### config.mk
export PLATFORM = sky130hd
export DESIGN_NAME = adc_conv_ctrl
export DESIGN_NICKNAME = d
export VERILOG_FILES = /design/src/rtl/adcc_pkg.sv /design/src/rtl/adc_conv_path.sv /design/src/rtl/adc_conv_regs.sv /design/src/rtl/adc_conv_ctrl.sv
export SDC_FILE = /design/constraint.sdc
export NUM_CORES = 1
export LEC_CHECK = 0
export BUFFER_PORTS_ARGS = -buffer_cell sky130_fd_sc_hd__buf_2
export CAP_MARGIN = 30
export CORE_MARGIN = 2
export CORE_UTILIZATION = 30
export DETAILED_ROUTE_END_ITERATION = 10
export GPL_TIMING_DRIVEN = 0
export PLACE_DENSITY = 0.6
export REMOVE_ABC_BUFFERS = 1
export SETUP_SLACK_MARGIN = 0.5
export SLEW_MARGIN = 20
export SYNTH_ARGS = -nofsm -noshare
export SYNTH_HDL_FRONTEND = slang
export SYNTH_SLANG_ARGS = --single-unit
### constraint.sdc
create_clock -name clk -period 2.8 [get_ports clk]
set_input_delay 0.28 -clock clk [delete_from_list [all_inputs] [get_ports clk]]
set_output_delay 0.28 -clock clk [all_outputs]
set_load 0.1 [all_outputs]
### src/rtl/adcc_pkg.sv
package adcc_pkg;

  // Bus offsets decoded by the block
  localparam logic [7:0] OFF_CTRL  = 8'h00;
  localparam logic [7:0] OFF_DELAY = 8'h08;
  localparam logic [7:0] OFF_DATA  = 8'h0C;
  localparam logic [7:0] OFF_CLR   = 8'h18;
  localparam logic [7:0] OFF_CHAN  = 8'h1C;

  // Control word field positions
  localparam int BIT_START   = 0;
  localparam int BIT_STANDBY = 2;
  localparam int PRE_LSB     = 6;
  localparam int PRE_W       = 8;
  localparam int BIT_PRE_EN  = 14;
  localparam int BIT_HIRES   = 16;

  localparam int CHSEL_W = 3;

  // Strobes from the register side to the conversion path
  typedef struct packed {
    logic               go;
    logic [PRE_W-1:0]   divLimit;
    logic [CHSEL_W-1:0] chan;
    logic               hiRes;
  } convCmd_t;

endpackage

### src/rtl/adc_conv_path.sv
module adc_conv_path
  import adcc_pkg::*;
#(
  parameter int NUM_CH     = 8,
  parameter int SMP_W      = 12,
  parameter int LOW_W      = 10,
  parameter int CONV_TICKS = 13
) (
  input  logic                    clk,
  input  logic                    rstN,
  input  convCmd_t                cmd,
  input  logic [NUM_CH*SMP_W-1:0] sampleBus,
  output logic                    busy,
  output logic                    convDone,
  output logic [SMP_W-1:0]        result
);

  localparam int TICK_W = $clog2(CONV_TICKS + 1);
  localparam int SHIFT  = SMP_W - LOW_W;

  logic               busyQ;
  logic [PRE_W-1:0]   divCnt;
  logic [PRE_W-1:0]   divLimQ;
  logic [TICK_W-1:0]  tickCnt;
  logic [CHSEL_W-1:0] chanQ;
  logic               hiResQ;
  logic [SMP_W-1:0]   resultQ;

  logic [SMP_W-1:0]   chanSample [NUM_CH];
  logic [SMP_W-1:0]   picked;
  logic [SMP_W-1:0]   shaped;
  logic               tick;
  logic               lastTick;

  genvar g;
  generate
    for (g = 0; g < NUM_CH; g++) begin : g_unpack
      assign chanSample[g] = sampleBus[g*SMP_W +: SMP_W];
    end
  endgenerate

  always_comb begin
    picked = '0;
    for (int i = 0; i < NUM_CH; i++) begin
      if (chanQ == CHSEL_W'(i)) picked = chanSample[i];
    end
  end

  assign shaped   = hiResQ ? picked : (picked >> SHIFT);
  assign tick     = busyQ && (divCnt == divLimQ);
  assign lastTick = tick && (tickCnt == TICK_W'(CONV_TICKS - 1));

  always_ff @(posedge clk or negedge rstN) begin
    if (!rstN) begin
      busyQ   <= 1'b0;
      divCnt  <= '0;
      divLimQ <= '0;
      tickCnt <= '0;
      chanQ   <= '0;
      hiResQ  <= 1'b0;
      resultQ <= '0;
    end else if (cmd.go && !busyQ) begin
      busyQ   <= 1'b1;
      divCnt  <= '0;
      tickCnt <= '0;
      divLimQ <= cmd.divLimit;
      chanQ   <= cmd.chan;
      hiResQ  <= cmd.hiRes;
    end else if (busyQ) begin
      if (tick) begin
        divCnt <= '0;
        if (lastTick) begin
          busyQ   <= 1'b0;
          tickCnt <= '0;
          resultQ <= shaped;
        end else begin
          tickCnt <= tickCnt + 1'b1;
        end
      end else begin
        divCnt <= divCnt + 1'b1;
      end
    end
  end

  assign busy     = busyQ;
  assign convDone = lastTick;
  assign result   = resultQ;


  tick_bound_chk: assert property (@(posedge clk) disable iff (!rstN)
    tickCnt < TICK_W'(CONV_TICKS));


  no_restart_chk: assert property (@(posedge clk) disable iff (!rstN)
    (busyQ && !lastTick) |=> (busyQ && tickCnt >= $past(tickCnt)));


  result_hold_chk: assert property (@(posedge clk) disable iff (!rstN)
    !lastTick |=> $stable(resultQ));

endmodule

### src/rtl/adc_conv_regs.sv
module adc_conv_regs
  import adcc_pkg::*;
#(
  parameter int DLY_W  = 16,
  parameter int SMP_W  = 12,
  parameter int DATA_W = 32
) (
  input  logic              clk,
  input  logic              rstN,
  input  logic [7:0]        busAddr,
  input  logic              busWr,
  input  logic              busRd,
  input  logic [DATA_W-1:0] busWdata,
  output logic [DATA_W-1:0] busRdata,
  input  logic              busy,
  input  logic              convDone,
  input  logic [SMP_W-1:0]  result,
  output convCmd_t          cmd,
  output logic              irqDone
);

  logic               standbyQ;
  logic [PRE_W-1:0]   preValQ;
  logic               preEnQ;
  logic               hiResQ;
  logic [DLY_W-1:0]   delayQ;
  logic [CHSEL_W-1:0] chanQ;
  logic               irqQ;
  logic [DATA_W-1:0]  rdataQ;
  logic [DATA_W-1:0]  rdNext;

  logic ctrlWr, delayWr, chanWr, clrWr;
  logic wrStandby, wrPreEn;
  logic [PRE_W-1:0] wrPreVal;

  assign ctrlWr  = busWr && (busAddr == OFF_CTRL);
  assign delayWr = busWr && (busAddr == OFF_DELAY);
  assign chanWr  = busWr && (busAddr == OFF_CHAN);
  assign clrWr   = busWr && (busAddr == OFF_CLR);

  assign wrStandby = busWdata[BIT_STANDBY];
  assign wrPreEn   = busWdata[BIT_PRE_EN];
  assign wrPreVal  = busWdata[PRE_LSB +: PRE_W];

  // Start command follows the fields of the same write
  always_comb begin
    cmd.go       = ctrlWr && busWdata[BIT_START] && !wrStandby && !busy;
    cmd.divLimit = wrPreEn ? wrPreVal : '0;
    cmd.chan     = chanQ;
    cmd.hiRes    = busWdata[BIT_HIRES];
  end

  always_ff @(posedge clk or negedge rstN) begin
    if (!rstN) begin
      standbyQ <= 1'b0;
      preValQ  <= '0;
      preEnQ   <= 1'b0;
      hiResQ   <= 1'b0;
      delayQ   <= '0;
      chanQ    <= '0;
    end else begin
      if (ctrlWr) begin
        standbyQ <= wrStandby;
        preValQ  <= wrPreVal;
        preEnQ   <= wrPreEn;
        hiResQ   <= busWdata[BIT_HIRES];
      end
      if (delayWr) delayQ <= busWdata[DLY_W-1:0];
      if (chanWr)  chanQ  <= busWdata[CHSEL_W-1:0];
    end
  end

  always_ff @(posedge clk or negedge rstN) begin
    if (!rstN)         irqQ <= 1'b0;
    else if (convDone) irqQ <= 1'b1;
    else if (clrWr)    irqQ <= 1'b0;
  end

  always_comb begin
    rdNext = '0;
    case (busAddr)
      OFF_CTRL: begin
        rdNext[BIT_STANDBY]         = standbyQ;
        rdNext[PRE_LSB +: PRE_W]    = preValQ;
        rdNext[BIT_PRE_EN]          = preEnQ;
        rdNext[BIT_HIRES]           = hiResQ;
      end
      OFF_DELAY: rdNext[DLY_W-1:0]   = delayQ;
      OFF_DATA:  rdNext[SMP_W-1:0]   = result;
      OFF_CHAN:  rdNext[CHSEL_W-1:0] = chanQ;
      default:   rdNext = '0;
    endcase
  end

  always_ff @(posedge clk or negedge rstN) begin
    if (!rstN)      rdataQ <= '0;
    else if (busRd) rdataQ <= rdNext;
  end

  assign busRdata = rdataQ;
  assign irqDone  = irqQ;


  irq_clear_chk: assert property (@(posedge clk) disable iff (!rstN)
    (clrWr && !convDone) |=> !irqDone);


  irq_set_chk: assert property (@(posedge clk) disable iff (!rstN)
    convDone |=> irqDone);


  rdata_hold_chk: assert property (@(posedge clk) disable iff (!rstN)
    !busRd |=> $stable(busRdata));


  standby_block_chk: assert property (@(posedge clk) disable iff (!rstN)
    (ctrlWr && wrStandby) |=> !$rose(busy));

endmodule

### src/rtl/adc_conv_ctrl.sv
module adc_conv_ctrl
  import adcc_pkg::*;
#(
  parameter int NUM_CH     = 8,
  parameter int SMP_W      = 12,
  parameter int LOW_W      = 10,
  parameter int CONV_TICKS = 13,
  parameter int DLY_W      = 16,
  parameter int DATA_W     = 32
) (
  input  logic                    clk,
  input  logic                    rstN,
  input  logic [7:0]              busAddr,
  input  logic                    busWr,
  input  logic                    busRd,
  input  logic [DATA_W-1:0]       busWdata,
  output logic [DATA_W-1:0]       busRdata,
  input  logic [NUM_CH*SMP_W-1:0] sampleBus,
  output logic                    irqDone
);

  convCmd_t         cmd;
  logic             busy;
  logic             convDone;
  logic [SMP_W-1:0] result;

  adc_conv_regs #(
    .DLY_W (DLY_W),
    .SMP_W (SMP_W),
    .DATA_W(DATA_W)
  ) u_regs (
    .clk     (clk),
    .rstN    (rstN),
    .busAddr (busAddr),
    .busWr   (busWr),
    .busRd   (busRd),
    .busWdata(busWdata),
    .busRdata(busRdata),
    .busy    (busy),
    .convDone(convDone),
    .result  (result),
    .cmd     (cmd),
    .irqDone (irqDone)
  );

  adc_conv_path #(
    .NUM_CH    (NUM_CH),
    .SMP_W     (SMP_W),
    .LOW_W     (LOW_W),
    .CONV_TICKS(CONV_TICKS)
  ) u_path (
    .clk      (clk),
    .rstN     (rstN),
    .cmd      (cmd),
    .sampleBus(sampleBus),
    .busy     (busy),
    .convDone (convDone),
    .result   (result)
  );

endmodule

== Word level (Yosys, flattened, before mapping) ==
Index checks and enable logic that the tools add are counted.
Storage, ports and cells
  register bits: 85
  input port bits: 140
  word-level logic and storage cells: 80
Operators by class
  add/sub/neg operators: 2
  equality and inequality tests: 13
  mux-type cells: 30
  bitwise gates (word level): 1
  reductions and logical operators: 19
Operator list (count)
  $mux W12: 9
  $mux W8: 4
  $pmux W6 S3: 1
  $eq A8 B4 Y1 const B: 2
  $eq A8 B5 Y1 const B: 2
  $mux W4: 4
  $eq A3 B3 Y1 const B: 4
  $pmux W3 S2: 2
  $logic_and A1 B1 Y1: 10
  $add A8 B1 Y8 const B: 1
  $eq A8 B8 Y1: 1
  $logic_not A8 Y1: 1
  $mux W1: 8
  $eq A3 B2 Y1 const B: 2
  $pmux W2 S3: 1
  $reduce_bool A2 Y1: 3
  $add A4 B1 Y4 const B: 1
  $eq A4 B4 Y1 const B: 1
  $pmux W1 S4: 1
  $reduce_and A4 Y1: 1
  $eq A3 B1 Y1 const B: 1
  $logic_not A3 Y1: 1
  $logic_not A1 Y1: 2
  $reduce_and A2 Y1: 1
  $not A1 Y1: 1

== Longest topological paths before layout ==
  depth in word-level cells: 10
  mapped depth: 8

== Hierarchy ==
A second synthesis with hierarchy kept.
Unflattened totals
  cell total of the unflattened synthesis: 509
  area total of the unflattened synthesis: 5325.1 um^2
By module, submodules not included
  adc_conv_path: instances 1, cells an instance 320, area each 2919.0 um^2, seq. area each 925.9 um^2
  adc_conv_regs: instances 1, cells an instance 189, area each 2406.1 um^2, seq. area each 1201.2 um^2

== Worst setup path before layout ==
No wires, ideal clock.
  kind: input port to flip-flop
  start: in busAddr[1]
  end: reg u_regs.delayQ[10]
  setup time: 125 ps
  arrival: 1728 ps
  path slack: 947 ps
  cell stages on the path: 6
  cells stage by stage: nor4_4 -> nor3b_2 -> nand2_2 -> nor3_4 -> buf_8 -> mux2_4
On the way
  cells in the longest elaborated chain, start to end: 2
RTL lines
  start: declaration: line adc_conv_ctrl.sv:13  | input logic [7:0] busAddr,
  $eq A8 B4 Y1: line adc_conv_regs.sv:37  | assign delayWr = busWr && (busAddr == OFF_DELAY);
  $logic_and A1 B1 Y1: line adc_conv_regs.sv:37
  end signal: assignment: line adc_conv_regs.sv:68  | if (delayWr) delayQ <= busWdata[DLY_W-1:0];
  end: declaration: line adc_conv_regs.sv:26  | logic [DLY_W-1:0] delayQ;
No other way between the ends.
A chain may end at the register's enable or synchronous reset.

== Worst setup path after layout ==
  start: reg u_path.chanQ[1]
  end: reg u_path.resultQ[4], in the netlist u_path.result[4]
On the way
  cells in the longest elaborated chain, start to end: 10
  elaborated cells on any way between the ends: 17
  classes of those cells: eq/ne (7); mux (9); reduce/logical (1)
RTL lines
  start: declaration: line adc_conv_path.sv:25  | logic [CHSEL_W-1:0] chanQ;
  start signal: assignment: line adc_conv_path.sv:67  | chanQ <= cmd.chan;
  $logic_not A3 Y1: line adc_conv_path.sv:45  | if (chanQ == CHSEL_W'(i)) picked = chanSample[i];
  $mux W12 (7 in a row): line adc_conv_path.sv:45
  $mux W12 *: line adc_conv_path.sv:45
  $mux W12 *: line adc_conv_path.sv:49  | assign shaped = hiResQ ? picked : (picked >> SHIFT);
  end signal: assignment: line adc_conv_path.sv:75  | resultQ <= shaped;
  end: declaration: line adc_conv_path.sv:27  | logic [SMP_W-1:0] resultQ;
Mark *: on every way between the ends. The rest lies on a longest branch, timed or not.

==> results.txt <==
----------------------------------------------------
[Worst setup path]
  Worst-case reg-to-reg path depth ... 6
  RR Startpoint ... u_path.chanQ[1]
  Crit Path Category ... flop to flop
  CP max FO ... 39
  Crit-path cells ... buf_12 > mux2_2 > a221o_1 > a32oi_1 > mux2_2 > o21ai_0
  Reg-to-Reg End ... u_path.result[4]
  Worst reg2reg setup slack ... 0.59 ns
  Critical Path Source ... u_path.chanQ[1]
  Critical path capture point ... u_path.result[4]
  Critical Path End Type ... flop
  Peak per-stage delay on the critical path ... 0.52 ns
  Crit path launch type ... flop
  Critical Path AT ... 2.42 ns
  Required time of the worst setup path ... 3.01 ns
  Highest-delay cell along the critical path ... sky130_fd_sc_hd__dfrtp_2
  Most prevalent standard cell on the critical path ... sky130_fd_sc_hd__mux2_2

[STA]
  Final worst path period share ... 78.9%
  Number of endpoints with negative hold slack in the final report ... 0
  Worst hold margin ... 0.178 ns
  Highest Clock Rate ... 453 MHz
  Max-slew headroom ... 48.4%
  Max-slew violations ... 0
  Final critical-path required period ... 2.21 ns
  Unrepaired setup endpoints after global routing ... yes
  Total of endpoints with negative setup slack in the final report ... 0
  Total Neg Setup Slack ... 0 ns
  Least-Margin Pin Slew ... 0.767 ns
  Clk_skew ... 0.00460 ns

[Synth]
  Async set or reset register ratio after synthesis ... 100%
  Count of warnings emitted by yosys ... 0
  Post-synthesis average cell area ... 10.2 µm²
  Number of library cell types mapped by synthesis ... 54
  Prevailing post-synth register cell ... sky130_fd_sc_hd__dfrtp_1
  Synth area leader ... sky130_fd_sc_hd__dfrtp_1
  Synth area leaders ... sky130_fd_sc_hd__dfrtp_1 (42%), sky130_fd_sc_hd__mux2_2 (6.7%), sky130_fd_sc_hd__mux2i_1 (5.4%)
  Number of flops mapped to enable cells by yosys ... 0
  Cell count after synthesis ... 492
  FF+latch count, synth ... 85
  Share of the yosys chip area belonging to registers ... 42.4%
  Synth top area share ... 42.4%
  Cell area after synthesis ... 5020 µm²

[Finish]
  Most common cell after layout, fill and taps aside ... sky130_fd_sc_hd__buf_2
  Layout area overhead ... 23.3%
  Filler Cells Inserted ... 1684
  Fin nets ... 762
  Most frequent cells in the layout ... sky130_fd_sc_hd__buf_2 (141), sky130_fd_sc_hd__dfrtp_1 (83), sky130_fd_sc_hd__nand2_1 (49), sky130_fd_sc_hd__o21ai_0 (37), sky130_fd_sc_hd__mux2_2 (30)
  Flip-flop and latch area ... 2130 µm²
  Core Util, Final ... 37.6%
  Share of final-layout standard cells stronger than drive strength 1 ... 35.3%
  Multi-input combinational cell area ... 2610 µm²

[Placed design]
  Post-detailed-placement half-perimeter wirelength ... 10500 µm
  Final estimated routing congestion in global placement ... 0.860
  Number of buffers added on ports ... 142

[Global routing]
  Initial antenna violation count ... 0
  Global-route wire length before repair ... 22700 µm
  Maximum number of pins on one net before global-route repair ... 58
  Total track usage ... 16.0%
  Aggregate global routing overflow ... 0
  Number of global-route vias before repair ... 4338

[Outcome]
  Status ... complete, no violations

[Drt]
  Average wire length per cell after detail routing ... 16.2 µm
  First-iteration detailed-routing DRC count ... 227
  Vias post-DR ... 4174
  DRC violation count after routing ... 0
  DRT antenna net count ... 0
  Routed WL ... 13700 µm
  Vias per cell ... 4.93
  Drt pass-1 iters ... 4

[Floorplanning]
  Boundary pin count ... 173
  Die outline area ... 17800 µm²
  Effective utilization at floorplan ... 30.5%
  Die outline width ... 133 µm
  Vert. Die Dim ... 133 µm
  Cell Rows ... 47
  CORE AREA ... 16500 µm²

[Pwr]
  Leak Pwr ... 2.90 nW
  Total power draw ... 3.63 mW
  Peak VDD IR ... 0.313 mV
  PD cells ... 586 nW/µm²

[Clocking]
  H-Tree Level Count ... 3
  Master cell of the clock root buffer ... sky130_fd_sc_hd__clkbuf_16
  Number of buffers on the longest clock path ... 2
  TritonCTS clock tree ... yes
  Insertion delay to the later sink of the worst-skew pair ... 0.34 ns
  Num Clock Sinks ... 85
  Clock transition at the registers of the reported paths ... 0.06 ns
  Clock buffer count from CTS ... 9
  Number of buffers inserted to repair setup after CTS ... 0

[Run]
  Maximum capacitance violations ... 0

[Min path]
  Class of the tightest hold or removal check ... primary input to flop

----------------------------------------------------
## state kept, by name, summed over array words and instances (netlist names)
name	count
u_path.busy	1
u_path.chanQ	3
u_path.divCnt	8
u_path.divLimQ	8
u_path.hiResQ	1
u_path.result	12
u_path.tickCnt	4
u_regs.busRdata	17
u_regs.chanQ	3
u_regs.delayQ	16
u_regs.hiResQ	1
u_regs.irqDone	1
u_regs.preEnQ	1
u_regs.preValQ	8
u_regs.standbyQ	1
## kinds of logic after synthesis
kind of cell,after synthesis,synth area share [%]
multiplexers,76,18.8
AO/OA/AOI/OAI,119,15.3
buffers and inverters,65,6.95
XOR/XNOR,13,2.27
other,1,0.0747
flip-flops,85,42.4
adder cells (fa/ha/maj),3,0.747
AND/OR/NAND/NOR,130,13.4
## timing repair
| item | 4_1_cts | 5_1_grt |
|---|---|---|
| cloned | 0 | 0 |
| resized for setup | 3 | 1 |
| hold buffers | 1 | 0 |
| setup endpoints to repair | 12 | 17 |
| endpoints found under the hold margin | 28 | 0 |
## layer usage
metal / vias to the layer above / wire length [µm] / global-route usage, %
li1: 2003 / - / -
met1: 1997 / 6190 / 21.0
met2: 157 / 6510 / 26.7
met3: 17 / 763 / 3.16
met4: 0 / 225 / 5.26
met5: - / 0 / 0
## synth_stat cells, types with 5 or more instances
cell and count:
sky130_fd_sc_hd__mux2_4 12, sky130_fd_sc_hd__nand2_1 49, sky130_fd_sc_hd__a22o_1 5, sky130_fd_sc_hd__buf_2 12, sky130_fd_sc_hd__clkbuf_1 10, sky130_fd_sc_hd__o21ai_0 37, sky130_fd_sc_hd__inv_1 20, sky130_fd_sc_hd__xor2_1 10
sky130_fd_sc_hd__nor2_1 27, sky130_fd_sc_hd__o22ai_1 6, sky130_fd_sc_hd__mux4_2 7, sky130_fd_sc_hd__mux2_2 30, sky130_fd_sc_hd__a21o_1 5, sky130_fd_sc_hd__nand3_1 13, sky130_fd_sc_hd__nand2b_1 6, sky130_fd_sc_hd__a22oi_1 16
sky130_fd_sc_hd__a21oi_1 19, sky130_fd_sc_hd__mux2i_1 27, sky130_fd_sc_hd__a31oi_1 6, sky130_fd_sc_hd__and3_1 5, sky130_fd_sc_hd__buf_4 17, sky130_fd_sc_hd__dfrtp_1 85
## worst min-delay path by stage
stage                                 start            endpoint  slack (ns)  cells past startpoint
after CTS                      busWdata[15]   u_regs.delayQ[15]        0.17                      2
after floorplan                        rstN         u_path.busy       -0.02                      0
final                          busWdata[15]   u_regs.delayQ[15]        0.18                      2
after global placement    u_path.result[11]   u_path.result[11]        0.47                      2
after detailed placement               rstN  u_regs.busRdata[2]        0.24                      1
after global routing           busWdata[15]   u_regs.delayQ[15]        0.18                      2
## report_power, final
group	internal, mW	switching, mW	leakage (nW)
registers	1.41	0.160	1.12
clock network	0.695	0.497	0.144
logic	0.327	0.538	1.64
total	2.43	1.19	2.90
## final cells by class
type / instances / area share [%]
timing repair buffer: 147 / 12.9
clock buffer: 11 / 3.76
multi-input combinational: 356 / 42.1
clock inverter: 5 / 0.990
sequential: 85 / 34.4
antenna: 3 / 0.121
inverter: 20 / 1.21
tap: 220 / 4.45
## critical path: cells and delay by family (launching register included)
| kind | cells | cell delay, ns |
|---|---|---|
| flip-flops | 1 | 0.52 |
| multiplexers | 2 | 0.61 |
| buffers and inverters | 1 | 0.26 |
| AO/OA/AOI/OAI | 3 | 0.67 |
## stage by stage
| stage | instance area, µm² | std cells | setup slack (ns) |
|---|---|---|---|
| after global routing | 6180 | 844 | 0.430 |
| after floorplan | 4800 | 461 | 0.265 |
| after CTS | 6160 | 843 | 0.513 |
| after global placement | 5790 | 823 | -0.236 |
| after detailed placement | 5850 | 826 | 0.113 |
| final | 6190 | 847 | 0.592 |
Power figures use the tool's default switching activity.
